File: src/rtl/pipe_takeover_ctrl.sv
module pipe_takeover_ctrl #(
  parameter int XLEN = 32,
  parameter logic [XLEN-1:0] BRK_MASK  = 32'hFC00003F,
  parameter logic [XLEN-1:0] BRK_MATCH = 32'h0000000D
) (
  input  logic            clk,
  input  logic            rst_n,
  input  logic            slot_en,
  input  logic            id_valid,
  input  logic [XLEN-1:0] id_instr,
  input  logic [XLEN-1:0] id_pc,
  input  logic            id_delay_slot,
  input  logic            susp_req,
  input  logic            resume_req,
  input  logic            arb_en,
  input  logic            grant,
  output logic            rec_n,
  output logic            hold_ack,
  output logic [XLEN-1:0] restart_pc,
  output logic            susp_done,
  output logic            brk_evt
);

  typedef enum logic [1:0] {ST_IDLE, ST_ENGAGE, ST_HELD} st_t;

  st_t  state;
  logic pend;
  logic by_brk;
  logic is_brk;
  logic claim;

  assign is_brk   = (id_instr & BRK_MASK) == BRK_MATCH;
  assign claim    = slot_en && state == ST_IDLE && id_valid && !id_delay_slot && (is_brk || pend);
  assign rec_n    = !claim;
  assign hold_ack = state != ST_IDLE;

  always_ff @(posedge clk) begin
    if (!rst_n) begin
      state      <= ST_IDLE;
      pend       <= 1'b0;
      by_brk     <= 1'b0;
      restart_pc <= '0;
      susp_done  <= 1'b0;
      brk_evt    <= 1'b0;
    end else begin
      susp_done <= 1'b0;
      brk_evt   <= 1'b0;
      if (!slot_en) begin
        state <= ST_IDLE;
        pend  <= 1'b0;
      end else begin
        case (state)
          ST_IDLE:
            if (claim && arb_en) begin
              state      <= ST_ENGAGE;
              restart_pc <= id_pc;
              by_brk     <= is_brk;
              pend       <= 1'b0;
            end else if (susp_req) begin
              pend <= 1'b1;
            end
          ST_ENGAGE:
            if (grant) begin
              state <= ST_HELD;
              if (by_brk) brk_evt <= 1'b1;
              else        susp_done <= 1'b1;
            end
          ST_HELD:
            if (resume_req) state <= ST_IDLE;
          default: state <= ST_IDLE;
        endcase
      end
    end
  end

  assert_ack_after_enable_R3: assert property (@(posedge clk) disable iff (!rst_n)
    $rose(hold_ack) |-> $past(!rec_n && arb_en));

  assert_no_ds_claim_R6: assert property (@(posedge clk) disable iff (!rst_n)
    !rec_n |-> !id_delay_slot);

  assert_pulse_after_grant_R4: assert property (@(posedge clk) disable iff (!rst_n)
    (susp_done || brk_evt) |-> ($past(grant) && hold_ack));

  assert_pulses_excl_R4: assert property (@(posedge clk) disable iff (!rst_n)
    $onehot0({susp_done, brk_evt}));

  assert_hold_kept_R4: assert property (@(posedge clk) disable iff (!rst_n)
    (state == ST_HELD && slot_en && !resume_req) |=> hold_ack);

  assert_release_R7: assert property (@(posedge clk) disable iff (!rst_n)
    (state == ST_HELD && resume_req) |=> !hold_ack);

  assert_slot_off_ack_R8: assert property (@(posedge clk) disable iff (!rst_n)
    !slot_en |=> !hold_ack);

  assert_slot_off_claim_R8: assert property (@(posedge clk) disable iff (!rst_n)
    !slot_en |-> rec_n);

endmodule

File: config.mk
export PLATFORM = sky130hd
export DESIGN_NAME = pipe_takeover_ctrl
export DESIGN_NICKNAME = d
export VERILOG_FILES = /design/src/rtl/pipe_takeover_ctrl.sv
export SDC_FILE = /design/constraint.sdc
export NUM_CORES = 1
export LEC_CHECK = 0
export BUFFER_PORTS_ARGS = -buffer_cell sky130_fd_sc_hd__buf_4
export CAP_MARGIN = 20
export CORE_AREA = 10 10 74 76
export DETAILED_ROUTE_END_ITERATION = 8
export DIE_AREA = 0 0 84 86
export MAX_ROUTING_LAYER = met4
export PLACE_DENSITY = 0.81
export SYNTH_ARGS = -nofsm -noshare
export SYNTH_HDL_FRONTEND = slang
export SYNTH_SLANG_ARGS = --single-unit
export TNS_END_PERCENT = 30
File: constraint.sdc
create_clock -name clk -period 1.9 [get_ports clk]
set_input_delay 0.19 -clock clk [delete_from_list [all_inputs] [get_ports clk]]
set_output_delay 0.19 -clock clk [all_outputs]
set_load 0.02 [all_outputs]
After elaboration in Yosys (flattened, before gate mapping)
Cells that the tools add are included.
{"block": "classes", "add_sub_neg": 0, "n_mul": 0, "div": 0, "order_cmp": 0, "eq_ne": 6, "shift": 0, "n_mux": 8, "n_bitwise": 0, "n_reduce_logical": 16}
{"operator": "12-bit by 4-bit == test with 1-bit output, second input constant", "n": 1}
{"operator": "2-bit 2-to-1 mux", "n": 3}
{"operator": "2-bit one-hot mux with 3 select lines", "n": 1}
{"operator": "3-bit AND reduction", "n": 2}
{"operator": "1-bit logical AND", "n": 5}
{"operator": "1-bit 2-to-1 mux", "n": 4}
{"operator": "2-bit != test, second input constant", "n": 2}
{"operator": "2-bit AND reduction", "n": 2}
{"operator": "4-bit AND reduction", "n": 1}
{"operator": "2-bit nonzero test", "n": 2}
{"operator": "2-bit by 1-bit == test with 1-bit output, second input constant", "n": 1}
{"operator": "2-bit == test, second input constant", "n": 1}
{"operator": "1-bit logical NOT", "n": 2}
{"operator": "2-bit logical NOT", "n": 1}
{"operator": "2-bit by 1-bit != test with 1-bit output, second input constant", "n": 1}
{"operator": "1-bit logical OR", "n": 1}
{"block": "word_totals", "register_bits": 38, "latch_bits": 0, "mem_bits_rw": 0, "rom_bits": 0, "in_bits": 73, "output_inout_bits": 36, "word_cells": 36, "n_memories": 0}

Logic depth before layout (Yosys ltp)
{"block": "depth", "word_depth": 8, "depth_mapped": 7, "ltp_nobuf": 5}

Least setup slack after synthesis
Ideal clock, no wire load.
{"block": "synth_timing", "path_kind": "register -> register", "start": "reg state[0]", "end": "reg restart_pc[10]", "setup_time_ps": 72, "t_arrival_ps": 1377, "path_slack_ps": 451, "path_stages_with_launch": 8, "period_less_slack_ps": 1449, "cell_sequence": "dfxtp_1 > nor2_2 > inv_2 > nor4_4 > o21a_1 > buf_6 > buf_12 > mux2i_1"}
{"block": "synth_between", "elab_chain_cells": 7}
{"item": "start: declaration", "line": "26", "text": "st_t state;"}
{"item": "start signal: assignment", "line": "39", "text": "state <= ST_IDLE;"}
{"item": "start signal: assignment", "line": "49", "text": "state <= ST_IDLE;"}
{"item": "start signal: assignment", "line": "55", "text": "state <= ST_ENGAGE;"}
{"item": "2-bit logical NOT *", "line": "33, 52"}
{"item": "1-bit logical AND (4 in a row)", "line": "33", "text": "assign claim = slot_en && state == ST_IDLE && id_valid && !id_delay_slot && (is_brk || pend);"}
{"item": "1-bit logical AND", "line": "54", "text": "if (claim && arb_en) begin"}
{"item": "3-bit AND reduction (no source line) *"}
{"item": "end signal: assignment", "line": "56", "text": "restart_pc <= id_pc;"}
{"item": "end: declaration", "line": "19", "text": "output logic [XLEN-1:0] restart_pc,"}
Mark *: on every way between the ends. The rest lies on a longest branch, timed or not.
A chain may end at the register's enable or synchronous reset.

Worst setup path after layout
{"block": "layout_timing", "start": "reg state[0]", "end": "reg restart_pc[2]"}
The elaborated chain is that of the path after synthesis.

==> results <==
- The fmax is 0.619 GHz.
- The post-cts sizing count is 0.
- In the routed design, unresolved DRC markers number 0.
- The number of global-route vias before repair came to 1,460.
- The slowest stage of the critical path is the sky130_fd_sc_hd__dfxtp_1 cell.
- Counting instances in the post-synthesis netlist gives the leading cell types as 68 x sky130_fd_sc_hd__nand2_1, 38 x sky130_fd_sc_hd__dfxtp_1, 32 x sky130_fd_sc_hd__mux2i_1, 7 x sky130_fd_sc_hd__clkbuf_1, 4 x sky130_fd_sc_hd__nor3_1.
- The commonest register cell after synthesis is sky130_fd_sc_hd__dfxtp_1.
- The number of logic stages on the critical path including buffering is 6.
- The number of antenna violations at the first check in global routing is 0.
- The first routing iteration left 51 violations.
- The largest total area in the synthesized netlist belongs to sky130_fd_sc_hd__dfxtp_1.
- After floorplanning, the core was divided into 23 placement rows.
- Headroom to the max-slew limit came out at 74.6%.
- The post-route setup TNS is 0 ns.
- The largest net degree at the start of global routing is 42.
- The largest delay contributor family on the critical path is simple AND/OR/NAND/NOR gates.
- The run finished with clean final reports.
- In the global route stage, met1 resource usage came out at a little over an eighth.
- met2 is the most crowded layer.
- The post-detailed-route count of antenna-violating nets is 0.
- The critical path endpoint category is a flip-flop.
- The CTS sink count is 38.
- The total number of yosys warnings is 0.
- Setup violations remaining at the end of the flow were counted as 0.
- After detailed routing, the total wire length is between 4 and 5 mm.
- The tightest hold path in the finished design has a slack of 0.159 ns.
- In the post-synthesis netlist, the biggest area contributors are sky130_fd_sc_hd__dfxtp_1 48%, sky130_fd_sc_hd__mux2i_1 20%, sky130_fd_sc_hd__nand2_1 16%, sky130_fd_sc_hd__buf_12 3.8%, sky130_fd_sc_hd__clkbuf_1 1.7%.
- Global routing used roughly a fifth of the available met2 tracks.
- During I/O placement, the number of pins put on the boundary was 109.
- The power density normalized to cell area is 669 mW/mm2.
- The nature of the critical path startpoint is a flip-flop.
- The actual slew at the worst max-slew pin is 0.382 ns.
- Registers take 761 um2.
- Counting I/O delays and the setup requirement, the final critical path takes 1.62 ns.
- The number of flops mapped to enable cells by yosys is 0.
- The number of cells on the worst reg-to-reg path is 6.
- The total overflow left after global routing is 0.
- The average detailed-routed wire length per instance is 13.7 um.
- sky130_fd_sc_hd__nand2_1 is the most common cell in the netlist.
- The clock-pin slew on the worst setup and hold paths is roughly 0.070 ns.
- The post-route fraction of the period consumed by the critical path is 85.0%.
- The multi-input combinational cell area is 718 um2.
- In this run the biggest area consumer among cell types represents a little under half of the synthesized area.
- For the worst setup path, the data required time is 2.10 ns.
- The net count of the mapped netlist is 246.
- CTS built an H-tree with a depth of 2.
- Summing over every cut layer, the via total after detailed routing is 1,397.
- The number of buffers added on ports is 88.
- The TritonCTS clock tree is built.
- For this run, global-route usage on met3 was measured as 5.39%.
- The core region is 0.00397 mm2.
- The number of buffers on the longest clock path is 2.
- Of all nets on the critical path, the largest fanout is 14.
- The count of unique library cells instantiated by Yosys is 22.
- The share of synthesized flip-flops with an asynchronous set or reset is 0%.
- The cell sitting at the root of the clock tree is a sky130_fd_sc_hd__clkbuf_8.
- The layout has 359 filler cells.
- The count of max-cap constraint violations is 0.
- The post-synth design cell area is 0.00159 mm2.
- The HPWL reported at the end of detailed placement is between 3 and 4 mm.
- The gate count of the mapped netlist is approximately 170.
- Cells with a size suffix above 1 make up about two fifths of the layout.
- The starting density of the core is 39.9%.
- Using the TritonRoute via totals, the vias-per-cell ratio works out to 4.48.
- The buffering stage count on the worst path with inverters included is 2.
- The floorplan die height is between 80 and 90 um.
- The signal on the critical path passes through nor2_2, inv_2, nor4_4, o21a_2, buf_4, mux2i_1.
- Along the worst hold path, the cell count comes to 3.
- The congestion estimate from routability-driven global placement came to between 0.7 and 0.8.
- The hold violation total from the final report is 0.
- The clock latency on the worst-skew pair is 0.28 ns.
- The final-report max-slew violation count was 0.
- The floorplan step defined a die boundary enclosing around 0.0072 mm2.
- The synthesized area divided by synthesized cell count is 9.17 um2.
- The largest stage delay on the critical path is about 0.35 ns.
- Setup repair after global routing left no endpoint under its margin.
- The sequential area share after synthesis is 47.9%.
- The first-pass iteration count of the detailed router is 4.
- In this run the static leakage power is 0.00104 uW.
- The number of setup buffers added after CTS is 0.
- The floorplan step set the die width to between 80 and 90 um.
- In the final design database the tool counted ~330 nets.
- The first global-routing pass estimated 7.06 mm of wire.
- The worst voltage drop across the vdd grid is 0.464 mV.
- The layout overhead on the synthesized area is 49.1%.
- Data arrives at the worst endpoint at 1.82 ns.
- Buffers inserted during clock tree synthesis total 5.
- Buffers inserted to repair hold after CTS numbered 0.
- The type of the setup path with the least slack is flip-flop to flip-flop.
- Synthesis inferred 38 register bits.
- The clock arrives with 0.00498 ns of skew.
- The repair_antennas step left the layout with diodes totalling 0.
- The overall routing resource usage is 12.0%.
- The path category of the worst min-delay check is primary input to flip-flop.
[placed cells by master, fill, tap and decap left out, drive strengths merged]
cell type / instances
nor2: 2
o21a: 1
nand3: 1
inv: 3
and3: 1
clkbuf: 8
a21oi: 3
nor4: 2
or3b: 1
nor3: 4
mux2i: 32
dfxtp: 38
nand2: 68
buf: 92
o21ai: 3
nor4b: 1
nand3b: 1
nor4bb: 1
[flip-flops by register name, indices dropped and copies added (netlist names)]
name	cells
brk_evt	1
susp_done	1
state	2
pend	1
by_brk	1
restart_pc	32
[report_power, final]
part	switching (uW)	total, uW	internal, uW	leakage, uW
registers	2.65	803	800	0.000306
clock network	268	634	366	0.0000575
logic	57.5	147	89.7	0.000674
total	328	1580	1260	0.00104
[worst register-to-register path: stages, from the launching register on]
cell	delay [ns]
sky130_fd_sc_hd__dfxtp_1	0.35
sky130_fd_sc_hd__nor2_2	0.15
sky130_fd_sc_hd__inv_2	0.08
sky130_fd_sc_hd__nor4_4	0.25
sky130_fd_sc_hd__o21a_2	0.22
sky130_fd_sc_hd__buf_4	0.26
sky130_fd_sc_hd__mux2i_1	0.24
[final timing paths]
kind / start / endpoint / slack (ns)
worst max-delay path: state[0] / restart_pc[2] / 0.28
worst min-delay path: id_pc[13] / restart_pc[13] / 0.16
worst max register to register: state[0] / restart_pc[2] / 0.28
worst min register to register: by_brk / susp_done / 0.45
[area by class of cell]
| cell class | count | share of cell area (%) |
|---|---|---|
| multi-input combinational | 121 | 30.4 |
| clock buffer | 8 | 4.65 |
| inverter | 3 | 0.476 |
| tap | 50 | 2.64 |
| timing repair buffer | 92 | 29.7 |
| sequential | 38 | 32.2 |
[cells by family (layout without fill, tap and decap cells)]
| kind of cell | Yosys count | count (layout) | synth area share [%] |
|---|---|---|---|
| simple gates | 82 | 82 | 22.6 |
| mux | 32 | 32 | 20.2 |
| compound gates | 7 | 7 | 2.37 |
| flops | 38 | 38 | 47.9 |
| buf+inv | 14 | 103 | 6.86 |
[stage by stage]
step	area [um2]	cells	total power [uW]	util [%]	setup slack (ns)
floorplan	1590	173	874	-	0.451
global placement	2260	304	966	56.8	0.338
detailed placement	2260	304	970	56.8	0.283
CTS	2370	312	1610	59.6	0.281
global route	2370	312	1650	59.6	0.171
finish	2370	312	1580	59.6	0.285
[metal layers]
layer / vias to the layer above / wire, um
li1: 738 / -
met1: 608 / 1830
met2: 48 / 2130
met3: 3 / 305
met4: 0 / 10
met5: - / 0
Note: power is estimated with default switching activity, not from simulation.
